File: config.mk
export PLATFORM = sky130hd
export DESIGN_NAME = nand_ident_seq
export DESIGN_NICKNAME = d
export VERILOG_FILES = /design/src/rtl/nand_id_pkg.sv /design/src/rtl/nand_rdy_timer.sv /design/src/rtl/nand_pp_parser.sv /design/src/rtl/nand_legacy_lut.sv /design/src/rtl/nand_ident_seq.sv
export SDC_FILE = /design/constraint.sdc
export NUM_CORES = 1
export LEC_CHECK = 0
export ABC_AREA = 1
export BUFFER_PORTS_ARGS = -buffer_cell sky130_fd_sc_hd__buf_2
export CORE_ASPECT_RATIO = 1.75
export CORE_MARGIN = 2
export CORE_UTILIZATION = 30
export DETAILED_ROUTE_END_ITERATION = 7
export PLACE_DENSITY = 0.5
export SYNTH_ARGS = -nofsm -noshare
export SYNTH_HDL_FRONTEND = slang
export SYNTH_HIERARCHICAL = 1
export SYNTH_SLANG_ARGS = --single-unit
File: constraint.sdc
create_clock -name clk -period 4.5 [get_ports clk]
set_input_delay 0.225 -clock clk [delete_from_list [all_inputs] [get_ports clk]]
set_output_delay 0.225 -clock clk [all_outputs]
set_load 0.005 [all_outputs]
File: src/rtl/nand_id_pkg.sv
package nand_id_pkg;

    typedef enum logic [1:0] {
        BOP_CMD  = 2'd0,
        BOP_ADDR = 2'd1,
        BOP_READ = 2'd2
    } bus_op_e;

    localparam logic [7:0] CMD_RESET   = 8'hFF;
    localparam logic [7:0] CMD_READID  = 8'h90;
    localparam logic [7:0] CMD_PARAM   = 8'hEC;
    localparam logic [7:0] ADDR_PROBE  = 8'h20;
    localparam logic [7:0] ADDR_LEGACY = 8'h00;

    localparam logic [6:0] PP_OFS_FEAT  = 7'd6;
    localparam logic [6:0] PP_OFS_PAGE  = 7'd80;
    localparam logic [6:0] PP_OFS_SPARE = 7'd84;
    localparam logic [6:0] PP_OFS_PPB   = 7'd92;
    localparam logic [6:0] PP_OFS_ACYC  = 7'd101;

    function automatic logic [7:0] sig_byte(input logic [1:0] idx);
        unique case (idx)
            2'd0: return 8'h4F;
            2'd1: return 8'h4E;
            2'd2: return 8'h46;
            default: return 8'h49;
        endcase
    endfunction

    typedef struct packed {
        logic [31:0] page;
        logic [15:0] spare;
        logic [31:0] ppb;
        logic [7:0]  acyc;
        logic        bus16;
    } geom_t;

endpackage

File: src/rtl/nand_rdy_timer.sv
module nand_rdy_timer #(
    parameter int CNT_W = 8
) (
    input  logic             clk,
    input  logic             rst_n,
    input  logic             en,
    input  logic [CNT_W-1:0] limit,
    output logic             expired
);
    logic [CNT_W-1:0] cnt;

    assign expired = en && (cnt == limit - CNT_W'(1));

    always_ff @(posedge clk) begin
        if (!rst_n || !en) begin
            cnt <= '0;
        end else if (!expired) begin
            cnt <= cnt + CNT_W'(1);
        end
    end

    a_r2_cnt_in_window: assert property (@(posedge clk) disable iff (!rst_n)
        en |-> (cnt < limit));

endmodule

File: src/rtl/nand_pp_parser.sv
module nand_pp_parser
    import nand_id_pkg::*;
(
    input  logic        clk,
    input  logic        rst_n,
    input  logic        clr,
    input  logic        vld,
    input  logic [7:0]  din,
    output logic [15:0] feat,
    output logic [31:0] page,
    output logic [15:0] spare,
    output logic [31:0] ppb,
    output logic [7:0]  acyc,
    output logic        last
);
    logic [6:0] ofs;

    assign last = vld && (ofs == PP_OFS_ACYC);

    always_ff @(posedge clk) begin
        if (!rst_n || clr) begin
            ofs   <= '0;
            feat  <= '0;
            page  <= '0;
            spare <= '0;
            ppb   <= '0;
            acyc  <= '0;
        end else if (vld) begin
            if (ofs != PP_OFS_ACYC) ofs <= ofs + 7'd1;
            case (ofs)
                PP_OFS_FEAT:          feat[7:0]    <= din;
                PP_OFS_FEAT + 7'd1:   feat[15:8]   <= din;
                PP_OFS_PAGE:          page[7:0]    <= din;
                PP_OFS_PAGE + 7'd1:   page[15:8]   <= din;
                PP_OFS_PAGE + 7'd2:   page[23:16]  <= din;
                PP_OFS_PAGE + 7'd3:   page[31:24]  <= din;
                PP_OFS_SPARE:         spare[7:0]   <= din;
                PP_OFS_SPARE + 7'd1:  spare[15:8]  <= din;
                PP_OFS_PPB:           ppb[7:0]     <= din;
                PP_OFS_PPB + 7'd1:    ppb[15:8]    <= din;
                PP_OFS_PPB + 7'd2:    ppb[23:16]   <= din;
                PP_OFS_PPB + 7'd3:    ppb[31:24]   <= din;
                PP_OFS_ACYC:          acyc         <= din;
                default: ;
            endcase
        end
    end

    a_r4_ofs_bound: assert property (@(posedge clk) disable iff (!rst_n)
        ofs <= PP_OFS_ACYC);

endmodule

File: src/rtl/nand_legacy_lut.sv
module nand_legacy_lut (
    input  logic [7:0] dev_code,
    output logic       hit,
    output logic       wide
);
    always_comb begin
        hit  = 1'b1;
        wide = 1'b0;
        case (dev_code)
            8'hF0, 8'hA0, 8'hF2, 8'hA2, 8'hF1, 8'hA1, 8'hDA: wide = 1'b0;
            8'hC0, 8'hB0, 8'hC2, 8'hB2, 8'hC1, 8'hB1, 8'hCA: wide = 1'b1;
            default: hit = 1'b0;
        endcase
    end

    a_r7_wide_implies_hit: assert final (!wide || hit);

endmodule

File: src/rtl/nand_ident_seq.sv
module nand_ident_seq
    import nand_id_pkg::*;
#(
    parameter int          CLK_PER_MS = 125000,
    parameter logic [15:0] LEG_SPARE  = 16'd64,
    parameter logic [31:0] LEG_PPB    = 32'd64,
    parameter logic [7:0]  LEG_ACYC   = 8'd5
) (
    input  logic        clk,
    input  logic        rst_n,
    input  logic        nand_rdy,
    output logic        bus_req,
    output logic [1:0]  bus_op,
    output logic [7:0]  bus_wdata,
    input  logic        bus_ack,
    input  logic [7:0]  bus_rdata,
    output logic [31:0] geo_page_bytes,
    output logic [15:0] geo_spare_bytes,
    output logic [31:0] geo_pages_per_blk,
    output logic [7:0]  geo_addr_cycles,
    output logic        geo_bus16,
    output logic        id_done,
    output logic        id_error
);
    localparam int LIM_PWR = 250 * CLK_PER_MS;
    localparam int LIM_RST = 100 * CLK_PER_MS;
    localparam int CNT_W   = $clog2(LIM_PWR + 1);

    typedef enum logic [3:0] {
        ST_PWR_WAIT, ST_RST_CMD, ST_RST_WAIT, ST_ID_CMD, ST_ID_ADDR,
        ST_ID_READ, ST_PP_CMD, ST_PP_READ, ST_COMMIT, ST_DONE, ST_ERR
    } state_e;

    state_e     state, nxt;
    logic       legacy;
    logic [1:0] idx;
    logic       sig_ok;
    logic [7:0] dev_code;
    geom_t      geo_q;

    logic        tmr_en, tmo;
    logic [CNT_W-1:0] tmr_lim;
    logic [15:0] pp_feat, pp_spare;
    logic [31:0] pp_page, pp_ppb;
    logic [7:0]  pp_acyc;
    logic        pp_last;
    logic        lut_hit, lut_wide;
    logic        sig_match;

    assign tmr_en  = (state == ST_PWR_WAIT) || (state == ST_RST_WAIT);
    assign tmr_lim = (state == ST_PWR_WAIT) ? CNT_W'(LIM_PWR) : CNT_W'(LIM_RST);
    assign sig_match = sig_ok && (bus_rdata == sig_byte(idx));

    nand_rdy_timer #(.CNT_W(CNT_W)) u_timer (
        .clk(clk), .rst_n(rst_n), .en(tmr_en), .limit(tmr_lim), .expired(tmo)
    );

    nand_pp_parser u_parser (
        .clk(clk), .rst_n(rst_n),
        .clr(state == ST_PP_CMD),
        .vld((state == ST_PP_READ) && bus_ack),
        .din(bus_rdata),
        .feat(pp_feat), .page(pp_page), .spare(pp_spare),
        .ppb(pp_ppb), .acyc(pp_acyc), .last(pp_last)
    );

    nand_legacy_lut u_lut (.dev_code(dev_code), .hit(lut_hit), .wide(lut_wide));

    // Next-state logic
    always_comb begin
        nxt = state;
        unique case (state)
            ST_PWR_WAIT: if (nand_rdy) nxt = ST_RST_CMD; else if (tmo) nxt = ST_ERR;
            ST_RST_CMD:  if (bus_ack) nxt = ST_RST_WAIT;
            ST_RST_WAIT: if (nand_rdy) nxt = ST_ID_CMD; else if (tmo) nxt = ST_ERR;
            ST_ID_CMD:   if (bus_ack) nxt = ST_ID_ADDR;
            ST_ID_ADDR:  if (bus_ack) nxt = ST_ID_READ;
            ST_ID_READ: begin
                if (bus_ack) begin
                    if (legacy) begin
                        if (idx == 2'd1) nxt = ST_COMMIT;
                    end else if (idx == 2'd3) begin
                        nxt = sig_match ? ST_PP_CMD : ST_RST_CMD;
                    end
                end
            end
            ST_PP_CMD:   if (bus_ack) nxt = ST_PP_READ;
            ST_PP_READ:  if (pp_last) nxt = ST_COMMIT;
            ST_COMMIT:   nxt = (legacy && !lut_hit) ? ST_ERR : ST_DONE;
            ST_DONE:     nxt = ST_DONE;
            ST_ERR:      nxt = ST_ERR;
            default:     nxt = ST_ERR;
        endcase
    end

    // State register
    always_ff @(posedge clk) begin
        if (!rst_n) state <= ST_PWR_WAIT;
        else        state <= nxt;
    end

    // Sequencing data and result registers
    always_ff @(posedge clk) begin
        if (!rst_n) begin
            legacy   <= 1'b0;
            idx      <= '0;
            sig_ok   <= 1'b1;
            dev_code <= '0;
            geo_q    <= '0;
        end else begin
            unique case (state)
                ST_ID_ADDR: if (bus_ack) begin
                    idx    <= '0;
                    sig_ok <= 1'b1;
                end
                ST_ID_READ: if (bus_ack) begin
                    idx    <= idx + 2'd1;
                    sig_ok <= sig_match;
                    if (legacy && idx == 2'd1) dev_code <= bus_rdata;
                    if (!legacy && idx == 2'd3 && !sig_match) legacy <= 1'b1;
                end
                ST_COMMIT: begin
                    if (legacy) begin
                        geo_q <= '{page: 32'd2048, spare: LEG_SPARE, ppb: LEG_PPB,
                                   acyc: LEG_ACYC, bus16: lut_wide};
                    end else begin
                        geo_q <= '{page: pp_page, spare: pp_spare, ppb: pp_ppb,
                                   acyc: pp_acyc, bus16: pp_feat[0]};
                    end
                end
                default: ;
            endcase
        end
    end

    // Output decode
    always_comb begin
        bus_req   = 1'b1;
        bus_op    = BOP_CMD;
        bus_wdata = 8'h00;
        unique case (state)
            ST_RST_CMD: bus_wdata = CMD_RESET;
            ST_ID_CMD:  bus_wdata = CMD_READID;
            ST_ID_ADDR: begin
                bus_op    = BOP_ADDR;
                bus_wdata = legacy ? ADDR_LEGACY : ADDR_PROBE;
            end
            ST_ID_READ: bus_op = BOP_READ;
            ST_PP_CMD:  bus_wdata = CMD_PARAM;
            ST_PP_READ: bus_op = BOP_READ;
            default:    bus_req = 1'b0;
        endcase
    end

    assign id_done           = (state == ST_DONE);
    assign id_error          = (state == ST_ERR);
    assign geo_page_bytes    = geo_q.page;
    assign geo_spare_bytes   = geo_q.spare;
    assign geo_pages_per_blk = geo_q.ppb;
    assign geo_addr_cycles   = geo_q.acyc;
    assign geo_bus16         = geo_q.bus16;

    a_r10_req_hold: assert property (@(posedge clk) disable iff (!rst_n)
        (bus_req && !bus_ack) |=> (bus_req && $stable(bus_op) && $stable(bus_wdata)));
    a_r9_done_sticky: assert property (@(posedge clk) disable iff (!rst_n)
        id_done |=> (id_done && $stable(geo_page_bytes) && $stable(geo_pages_per_blk)
                     && $stable(geo_spare_bytes) && $stable(geo_addr_cycles) && $stable(geo_bus16)));
    a_r9_err_sticky: assert property (@(posedge clk) disable iff (!rst_n)
        id_error |=> id_error);
    a_r9_quiet_after_end: assert property (@(posedge clk) disable iff (!rst_n)
        (id_done || id_error) |-> !bus_req);
    a_r9_flags_exclusive: assert property (@(posedge clk) disable iff (!rst_n)
        !(id_done && id_error));
    a_r1_no_req_before_ready: assert property (@(posedge clk) disable iff (!rst_n)
        (state == ST_PWR_WAIT) |-> !bus_req);

endmodule

Word level (Yosys, flattened, before mapping) --
Cells that the tools add are included.
Cells by class: $add $sub $neg 4, equality and inequality tests 50, multiplexer cells 30, reduce and logical (&&, ||, !) cells 40
Operator list (count):
- 8-bit equality test (second input constant) | 14
- 89-bit two-way mux | 1
- 7-bit equality test (second input constant) | 11
- 4-bit two-way mux | 12
- 4-bit one-hot mux with 10 select lines | 1
- 8-bit one-hot mux with 4 select lines | 1
- 2-bit AND reduction | 13
- 25-bit by 1-bit adder with 25-bit output (second input constant) | 1
- 25-bit equality test | 1
- 25-bit two-way mux | 1
- 25-bit by 1-bit subtractor with 25-bit output (second input constant) | 1
- 4-bit by 3-bit equality test with 1-bit output (second input constant) | 4
- 14-bit OR reduction | 1
- 4-bit equality test (second input constant) | 3
- 2-bit inequality test (second input constant) | 6
- 4-bit one-hot mux with 3 select lines | 1
- 3-bit AND reduction | 3
- 4-bit by 2-bit equality test with 1-bit output (second input constant) | 2
- 8-bit by 7-bit equality test with 1-bit output | 1
- 1-bit logical AND | 8
- 2-bit one-hot mux with 2 select lines | 2
- 8-bit AND reduction | 1
- 7-bit by 1-bit adder with 7-bit output (second input constant) | 1
- 7-bit by 3-bit equality test with 1-bit output (second input constant) | 1
- other kinds (19) | 33
Storage, ports and cells: register bits after elaboration 226, bits of input ports 12, output and inout bits 102, word-level logic and storage cells 148

Logic depth before layout (Yosys ltp) --
Gate-level depths: netlist of run 1.
word-level depth 9, gate-level depth with buffers 26, gate-level depth less buffers 24

Hierarchy --
The synthesis of run 1 kept the hierarchy.
Modules (own cells, without submodules):
- nand_pp_parser | times used 1, cells each 577, area an instance 4329.2 um^2, seq. area each 2222.1 um^2
- nand_ident_seq | times used 1, cells each 572, area an instance 4317.9 um^2, seq. area each 2102.0 um^2
- nand_rdy_timer | times used 1, cells each 451, area an instance 2449.8 um^2, seq. area each 500.5 um^2
- nand_legacy_lut | times used 1, cells each 16, area an instance 67.6 um^2, seq. area each 0.0 um^2

Worst setup path before layout of run 1 --
Ideal clock, no wire load.
path type reg2reg, start point reg state[3], end point reg state[3], library setup time 132 ps, arrival 3605 ps, data required time 4368 ps, setup slack 764 ps, cell stages (with the launch flop) 22, buffers on the path 1, clock period less this slack 3736 ps, cells stage by stage dfxtp_1 -> nor2_1 -> nand2_1 -> nor2_1 -> inv_1 -> nor2_1 -> nand2_1 -> nor2_4 -> nand2_1 -> nand2_1 -> nand2_1 -> nand3_1 -> nor2_1 -> nand2_1 -> nor2_1 -> nand2_1 -> buf_2 -> inv_2 -> o21ai_0 -> nor2_1 -> nor3_1 -> nor3_1
On the way: word-level cells in the longest chain between the ends 8, elaborated cells between the ends (all ways) 30, those cells by class add/sub (1); eq/ne (18); mux (5); reduce/logical (6)
RTL lines:
- start: declaration | RTL line nand_ident_seq.sv:34 | state_e state, nxt;
- start signal: assignment | RTL line nand_ident_seq.sv:99 | else state <= nxt;
- 4-bit zero test (*) | RTL line nand_ident_seq.sv:51 | assign tmr_lim = (state == ST_PWR_WAIT) ? CNT_W'(LIM_PWR) : CNT_W'(LIM_RST);
- 25-bit two-way mux (*) | RTL line nand_ident_seq.sv:51
- net tmr_lim[14] | RTL line nand_ident_seq.sv:42 | logic [CNT_W-1:0] tmr_lim;
- 25-bit by 1-bit subtractor with 25-bit output (*) | RTL line nand_rdy_timer.sv:12 | assign expired = en && (cnt == limit - CNT_W'(1));
- 25-bit equality test (*) | RTL line nand_rdy_timer.sv:12
- 1-bit logical AND (*) | RTL line nand_rdy_timer.sv:12
- net tmo | RTL line nand_ident_seq.sv:41 | logic tmr_en, tmo;
- 4-bit two-way mux (*)
- 4-bit two-way mux, on equally long branches
- 4-bit one-hot mux with 10 select lines (*) | RTL line nand_ident_seq.sv:72 | unique case (state)
Mark *: on every way through the listed nets, which the timed path passes. The rest lies on a longest branch. A chain may end at the register's enable or synchronous reset.

Worst setup path after layout of run 1 --
Ends and elaborated chain as after synthesis.

==> flow_metrics.tcl, run 1 <==
set metrics [dict create \
    post_dp_cell_area_um2 11600 \
    grt_max_degree 88 \
    core-area_um2 35200 \
    crit_required_ns 4.87 \
    die_x_um 147 \
    critical_path.startpoint_type "flop" \
    std_cell_rows 91 \
    netlist_instances 1554 \
    fin_cells 2141 \
    antenna_cells 0 \
    path_cells "nor2_1 > nand2_1 > nor2_1 > buf_4 > inv_1 > nor2_1 > nand2_1 > nor2_4 > nand2_1 > nand2_1 > nand2_1 > nand3_1 > nor2_1 > nand2_1 > nor2_1 > nand2_1 > buf_4 > inv_2 > o21ai_0 > nor2_1 > nor3_1 > nor3_1" \
    min_period_ns 3.64 \
    wl_per_cell_um 15.0 \
    antenna_found_initial 0 \
    dp_hpwl_um 22200 \
    power_density_nw_per_um2 405 \
    insertion_delay_ns 0.53 \
    drive_gt1_share_pct 13.1 \
    min_path_type "input pin to flop" \
    whs_ns 0.0411 \
    cts-htree-levels 1 \
    wl_um 32100 \
    drt-initial-drc-count 422 \
    end_kind "flop" \
    nNetsFinal 1683 \
    critPathSlowestCell "dfxtp_1" \
    cts_buffers 23 \
    irDropWorstVdd_mv 0.311 \
    viasPerCell 4.69 \
    power_leakage_uw 0.00518 \
    tightestPinTransition_ns 1.11 \
    syn-cell-area_um2 10700 \
    fillCellCount 3858 \
    cts_resized 0 \
    area_growth_pct 15.8 \
    ios 114 \
    clock_path_buffers 3 \
    die_area_um2 37100 \
    yosys_warnings 6 \
    crit_family "simple AND/OR/NAND/NOR gates" \
    slew_headroom_pct 25.4 \
    hold_violations 0 \
    placed_cells 2102 \
    fmax_mhz 275 \
    crit_fanout 39 \
    cts.clk_slew.worst_paths_ns 0.07 \
    criticalPathCategory "flop to flop" \
    vias 10100 \
    period_share_pct 80.9 \
    die_h_um 253 \
    ctsHoldBuffers 0 \
    cp_num_buf_inv 4 \
    maxCapViolCount 0 \
    grt_pass1_vias 9586 \
    overflow 0 \
    portBuffers 113 \
    drc_errors 0 \
    syn_avg_cell_area_um2 6.87 \
    cts_root_buf "clkbuf_16" \
    critPathArrivalTime_ns 4.01 \
    initial_utilization_pct 30.3 \
    fin_tns_setup_ns 0 \
    status "completed" \
    dr.pass1.iters 5 \
    post_cts_buffers 0 \
    grt_pass1_wl_um 51200 \
    slew_violations 0 \
    rsz0062_at_grt "false" \
    slowest_delay_ns 0.38 \
    gp_congestion 0.915 \
    final_area_um2 12400 \
    drtAntennaViolNets 0 \
    finalSetupViolCount 0 \
    critical_path.most_common_cell "nand2_1" \
    cts_sinks 226 \
    track_usage_pct 17.1 \
    skew_ns 0.0322 \
    cts_tree "built" \
]
==> power by group <==
part / internal (µW) / switching [µW]
clock network: 1090 / 832
logic: 301 / 701
registers: 2030 / 48.6
total: 3420 / 1580
==> layout make-up <==
cell class,instances,area (µm²),share of cell area [%]
clock inverter,11,118,0.952
timing repair buffer,121,626,5.06
multi-input combinational,1155,5380,43.6
tap,465,582,4.71
sequential,226,4520,36.6
inverter,135,509,4.12
clock buffer,28,614,4.97
==> metrics by stage <==
stage	util [%]	power, µW	setup slack, ns
2_1_floorplan	-	2850	0.764
3_3_place_gp	33.0	3110	0.943
3_5_place_dp	33.0	3110	0.862
4_1_cts	35.1	5050	0.848
5_1_grt	35.1	5260	0.398
6_report	35.1	5000	0.860
==> flip-flops by register name, summed over array words and instances (netlist names) <==
register and flops:
state 4, legacy 1, u_parser/feat 1, u_parser/ofs 7, u_timer/cnt 25, geo_page_bytes 32
geo_addr_cycles 8, geo_pages_per_blk 32, u_parser/acyc 8, geo_bus16 1, dev_code 8, u_parser/page 32
idx 2, u_parser/ppb 32, geo_spare_bytes 16, u_parser/spare 16, sig_ok 1
==> final timing paths <==
path                                 to  slack, ns  depth (start not counted)                  start
setup reg to reg               state[3]       0.86                         22               state[3]
hold reg to reg   geo_pages_per_blk[19]       0.46                          2  geo_pages_per_blk[19]
hold / removal                   legacy       0.04                          3                bus_ack
setup / recovery               state[3]       0.86                         22               state[3]
==> layout by cell type (no fill, tap or decap), drive strengths merged <==
cell / instances
bufinv: 2
o211ai: 1
clkbuf: 28
xnor2: 10
nand3b: 1
xor2: 12
o21bai: 1
nand2: 396
o21ai: 55
a31oi: 1
nor3: 15
dfxtp: 226
clkinvlp: 1
buf: 121
ha: 9
inv: 130
conb: 45
nor3b: 1
or2: 1
nor4: 10
clkinv: 13
nand4: 18
nor2: 218
a21oi: 163
nand3: 198
==> worst min-delay path: cells and delay by family <==
family          cells  cell delay [ns]
buf+inv             1             0.14
simple gates        1             0.10
compound gates      1             0.06
==> metal layers <==
metal / GRT usage (%) / part of all wire [%] / up-vias
met5: 0 / 0 / -
li1: - / - / 5170
met3: 1.69 / 3.0 / 42
met2: 33.2 / 53 / 208
met1: 19.3 / 41 / 4631
met4: 5.69 / 2.7 / 0
Power figures use the tool's default switching activity.
==> run 2: changes to the inputs <==
--- a/config.mk
+++ b/config.mk
@@ -11,7 +11,7 @@
 export CORE_MARGIN = 2
 export CORE_UTILIZATION = 30
 export DETAILED_ROUTE_END_ITERATION = 7
-export PLACE_DENSITY = 0.5
+export PLACE_DENSITY = 0.52
 export SYNTH_ARGS = -nofsm -noshare
 export SYNTH_HDL_FRONTEND = slang
 export SYNTH_HIERARCHICAL = 1
==> constraint.sdc (replaced) <==
create_clock -name clk -period 3.1 [get_ports clk]
set_input_delay 0.155 -clock clk [delete_from_list [all_inputs] [get_ports clk]]
set_output_delay 0.155 -clock clk [all_outputs]
set_load 0.005 [all_outputs]
==> flow_metrics.tcl, run 2 (synthesis results as in run 1) <==
set metrics [dict create \
    whs_ns 0.0712 \
    drive_gt1_share_pct 14.3 \
    initial_utilization_pct 30.3 \
    min_path_type "input pin to flop" \
    cts-htree-levels 1 \
    pre_cts_slack_ns 0.206 \
    tightestPinTransition_ns 0.943 \
    end_kind "flop" \
    critPathSlowestCell "dfxtp_1" \
    drc_errors 0 \
    setup_ws_ns 0.348 \
    slew_headroom_pct 37.1 \
    clock_path_buffers 3 \
    placed_cells 2114 \
    vias 10100 \
    fmax_mhz 363 \
    nNetsFinal 1699 \
    fillCellCount 3813 \
    critical_path.most_common_cell "nand2_1" \
    core-area_um2 35200 \
    portBuffers 113 \
    finalSetupViolCount 0 \
    min_period_ns 2.75 \
    track_usage_pct 17.0 \
    post_dp_cell_area_um2 11800 \
    ios 114 \
    r2r.worst_path.cells 22 \
    hold_path_end "u_parser/spare[7]" \
    fin_cells 2159 \
    die_area_um2 37100 \
    insertion_delay_ns 0.53 \
    dp_hpwl_um 22300 \
    irDropWorstVdd_mv 0.408 \
    layout_commonest_cell "nand2_1" \
    drt-initial-drc-count 527 \
    crit_required_ns 3.51 \
    critPathArrivalTime_ns 3.16 \
    grt_max_degree 85 \
    viasPerCell 4.68 \
    power_density_nw_per_um2 593 \
    overflow 0 \
    mostFrequentLayoutCells "nand2_1 (385), dfxtp_1 (225), nor2_1 (197), nand3_1 (194), a21oi_1 (155)" \
    cts_sinks 226 \
    slowest_delay_ns 0.32 \
    wl_per_cell_um 14.8 \
    wl_met2_um 16800 \
    timing.rr.end "u_timer/cnt[23]" \
    wl_met3_um 1160 \
    std_cell_rows 91 \
    area_growth_pct 18.0 \
    antenna_found_initial 0 \
    criticalPathCategory "flop to flop" \
    critical_path.startpoint_type "flop" \
    highest_layer "met4" \
    slew_violations 0 \
    min_path_cells 3 \
    hold_violations 0 \
    final_area_um2 12600 \
    dr.pass1.iters 5 \
    wl_um 31900 \
    drtAntennaViolNets 0 \
    cts_tree "built" \
    die_x_um 147 \
    grt_pass1_wl_um 51100 \
    hp-start "bus_rdata[7]" \
    period_share_pct 88.8 \
    grt_pass1_vias 9818 \
    antenna_cells 0 \
    maxCapViolCount 0 \
    rrSetupSlack_ns 0.35 \
    cts_buffers 22 \
    fin_total_pwr_uw 7470 \
    reg2reg_from "state[3]" \
    crit_fanout 17 \
    power_leakage_uw 0.00530 \
    cts_root_buf "clkbuf_16" \
    path_cells "nor2_2 > nand2_1 > nor2_4 > clkinvlp_4 > buf_4 > nor2_1 > nand2_1 > nor2_4 > nand2_1 > nand2_1 > o21ai_1 > nor2_1 > nand2_1 > inv_1 > nand2_1 > nor2_1 > nand2_2 > buf_4 > nand2_1 > nand2_1 > nand2_1 > nor2_1" \
    skew_ns 0.0182 \
    routedLengthMet1_um 12700 \
    die_h_um 253 \
    cts.clk_slew.worst_paths_ns 0.07 \
    status "completed" \
    gp_congestion 0.885 \
]
-- run 2: changes by cell type in the layout (fill, tap and decap cells not counted), sizes merged --
cell         previous run  this run
buf                   121       137
clkbuf                 28        31
clkinv                 13        10
dlygate4sd3             0         1
inv                   130       131
-- run 2: how the worst max path moves through the flow --
stage / start / end / depth (start not counted)
3_5_place_dp: state[1] / u_timer/cnt[23] / 19
2_1_floorplan: state[3] / state[3] / 21
3_3_place_gp: state[1] / u_timer/cnt[19] / 19
5_1_grt: state[3] / u_timer/cnt[19] / 22
6_report: state[3] / u_timer/cnt[23] / 22
4_1_cts: state[1] / u_timer/cnt[23] / 19
-- run 2: cell type report --
type                       instances  area, µm²  share of cell area, %
timing repair buffer             138        793                   6.30
clock inverter                     9        109                  0.865
multi-input combinational       1155       5400                   42.9
sequential                       226       4530                   36.0
clock buffer                      31        666                   5.29
inverter                         135        513                   4.08
tap                              465        582                   4.62
-- run 2: power breakdown --
group / leakage [µW] / internal [µW] / switching (µW)
clock network: 0.000388 / 1680 / 1210
registers: 0.00182 / 2940 / 56.1
logic: 0.00309 / 528 / 1050
total: 0.00530 / 5150 / 2320
-- run 2: per-stage QoR --
stage / TNS (ns) / util, %
floorplan: 0 / -
global placement: 0 / 33.4
detailed placement: 0 / 33.4
CTS: 0 / 35.6
global route: -0.0283 / 35.8
finish: 0 / 35.8
-- run 2: layer usage --
| metal | vias up | track usage [%] |
|---|---|---|
| li1 | 5202 | - |
| met1 | 4616 | 18.3 |
| met2 | 210 | 33.2 |
| met3 | 69 | 1.92 |
| met4 | 0 | 7.24 |
| met5 | - | 0 |
-- run 2: critical path, delay by kind of cell (launching register included) --
kind / cells / cell delay (ns)
DFF: 1 / 0.32
buffers and inverters: 4 / 0.58
and+or+nand+nor: 17 / 1.68
AOI/OAI and AO/OA: 1 / 0.06
-- run 2: what timing repair did --
action                                  CTS  global route
setup buffers                             0             4
endpoints found under the hold margin     1             0
endpoints found under the setup margin    0            26
hold buffers                              1             0
gates resized for setup                   0             5
==> run 3: changes to the inputs <==
--- a/config.mk
+++ b/config.mk
@@ -5,7 +5,7 @@
 export SDC_FILE = /design/constraint.sdc
 export NUM_CORES = 1
 export LEC_CHECK = 0
-export ABC_AREA = 1
+export ABC_AREA = 0
 export BUFFER_PORTS_ARGS = -buffer_cell sky130_fd_sc_hd__buf_2
 export CORE_ASPECT_RATIO = 1.75
 export CORE_MARGIN = 2
==> flow_metrics.tcl, run 3 <==
set metrics [dict create \
    cp_num_buf_inv 2 \
    dr.pass1.iters 4 \
    wl_um 29500 \
    p_sw_uw 2680 \
    antenna_cells 0 \
    skew_ns 0.00854 \
    core-area_um2 34300 \
    die_x_um 145 \
    min_path_cells 4 \
    wl_met2_um 15600 \
    mostFrequentLayoutCells "dfxtp_1 (223), nand2_1 (216), buf_2 (112), mux2i_1 (101), nand3_1 (100)" \
    routedLengthMet1_um 12000 \
    cts_root_buf "clkbuf_16" \
    viasPerCell 4.85 \
    track_usage_pct 15.9 \
    die_h_um 251 \
    crit_fanout 5 \
    intPower_uw 5390 \
    period_share_pct 95.3 \
    std_cell_rows 90 \
    dp_hpwl_um 20500 \
    highest_layer "met4" \
    cts_tree "built" \
    final_area_um2 12500 \
    grt_pass1_vias 8594 \
    layout_commonest_cell "dfxtp_1" \
    status "completed" \
    path_depth 12 \
    portBuffers 113 \
    cts_buffers 23 \
    critPathSlowestCell "nor4b_1" \
    end_kind "flop" \
    nNetsFinal 1341 \
    power_frac_seq_pct 37.7 \
    grt_pass1_wl_um 46700 \
    r2r.worst_path.cells 12 \
    yosys_warnings 6 \
    path_cells "nor2_4 > nand2_8 > clkinvlp_4 > buf_4 > nor4_4 > nand3_2 > xnor2_1 > nand3_2 > nor4b_1 > and4_1 > or4_1 > a21oi_1" \
    ios 114 \
    gp_congestion 0.876 \
    cts.clk_slew.worst_paths_ns 0.06 \
    die_area_um2 36400 \
    area_growth_pct 20.2 \
    slew_violations 0 \
    power_density_nw_per_um2 643 \
    criticalPathCategory "flop to flop" \
    drc_errors 0 \
    overflow 0 \
    drt-initial-drc-count 404 \
    syn-cell-area_um2 10400 \
    vias 8695 \
    p_sw_share_pct 33.2 \
    tightestPinTransition_ns 0.803 \
    hold_violations 0 \
    insertion_delay_ns 0.52 \
    fmax_mhz 339 \
    fillCellCount 3568 \
    slew_headroom_pct 46.0 \
    critPathArrivalTime_ns 3.36 \
    netlist_instances 1188 \
    clkPwrFrac_pct 34.1 \
    fin_tns_setup_ns 0 \
    drtAntennaViolNets 0 \
    power_leakage_uw 0.00536 \
    syn_avg_cell_area_um2 8.79 \
    clock_path_buffers 3 \
    min_period_ns 2.95 \
    critical_path.startpoint_type "flop" \
    post_dp_cell_area_um2 11600 \
    wl_per_cell_um 16.5 \
    maxCapViolCount 0 \
    irDropWorstVdd_mv 0.381 \
    drive_gt1_share_pct 16.3 \
    critical_path.most_common_cell "nand3_2" \
    initial_utilization_pct 30.4 \
    cts_sinks 226 \
    p_comb_share_pct 28.2 \
    min_path_type "input pin to flop" \
    antenna_found_initial 0 \
    crit_family "simple AND/OR/NAND/NOR gates" \
    crit_required_ns 3.50 \
    cts-htree-levels 1 \
    grt_max_degree 91 \
    wl_met3_um 855 \
    finalSetupViolCount 0 \
    slowest_delay_ns 0.51 \
]
run 3: layout make-up:
cell class                 instances  area, µm²  share of cell area (%)
timing repair buffer             150        935                    7.45
clock inverter                     6       90.1                   0.718
clock buffer                      32        639                    5.10
tap                              460        576                    4.59
multi-input combinational        900       5700                    45.4
sequential                       226       4530                    36.1
timing repair inverter             1       7.51                  0.0599
inverter                          18       71.3                   0.569
run 3: what timing repair did:
item                                    4_1_cts  5_1_grt
setup buffers                                 0        6
resized for setup                             0       12
hold endpoints to repair                     10        0
endpoints found under the setup margin        0       27
hold buffers                                  9        0
run 3: worst paths after layout:
kind / start / to / slack (ns)
max: state[2] / u_timer/cnt[13] / 0.15
min: bus_ack / sig_ok / 0.12
max reg2reg: state[2] / u_timer/cnt[13] / 0.15
min reg2reg: geo_page_bytes[15] / geo_page_bytes[15] / 0.45
run 3: power by group through the flow:
stage / combinational (µW) / sequential (µW) / clock [µW]
detailed placement: 2090 / 3100 / 0
global placement: 2070 / 3100 / 0
CTS: 2100 / 3040 / 2840
floorplan: 1460 / 3080 / 0
finish: 2270 / 3040 / 2750
global route: 2470 / 3050 / 2940
run 3: per-layer routing:
layer | vias to the layer above | track usage [%]
li1 | 4344 | -
met4 | 0 | 6.62
met1 | 4136 | 17.9
met2 | 164 | 30.2
met3 | 51 | 1.62
met5 | - | 0
run 3: tightest hold or removal path, stage by stage:
cell	delay (ns)
buf_2	0.17
nand2_1	0.10
a21oi_1	0.04
o21ai_0	0.12
run 3: metrics by stage:
step                      total power, µW  instances  util (%)  hold WS [ns]  setup slack [ns]
after floorplan                      4550       1239         -         0.321            -0.133
after global routing                 8450       1793      36.5         0.167           -0.0134
final                                8060       1793      36.5         0.116             0.147
after detailed placement             5190       1739      33.8         0.440            0.0779
after global placement               5180       1739      33.8         0.437             0.129
after CTS                            7990       1786      36.2         0.104            0.0865
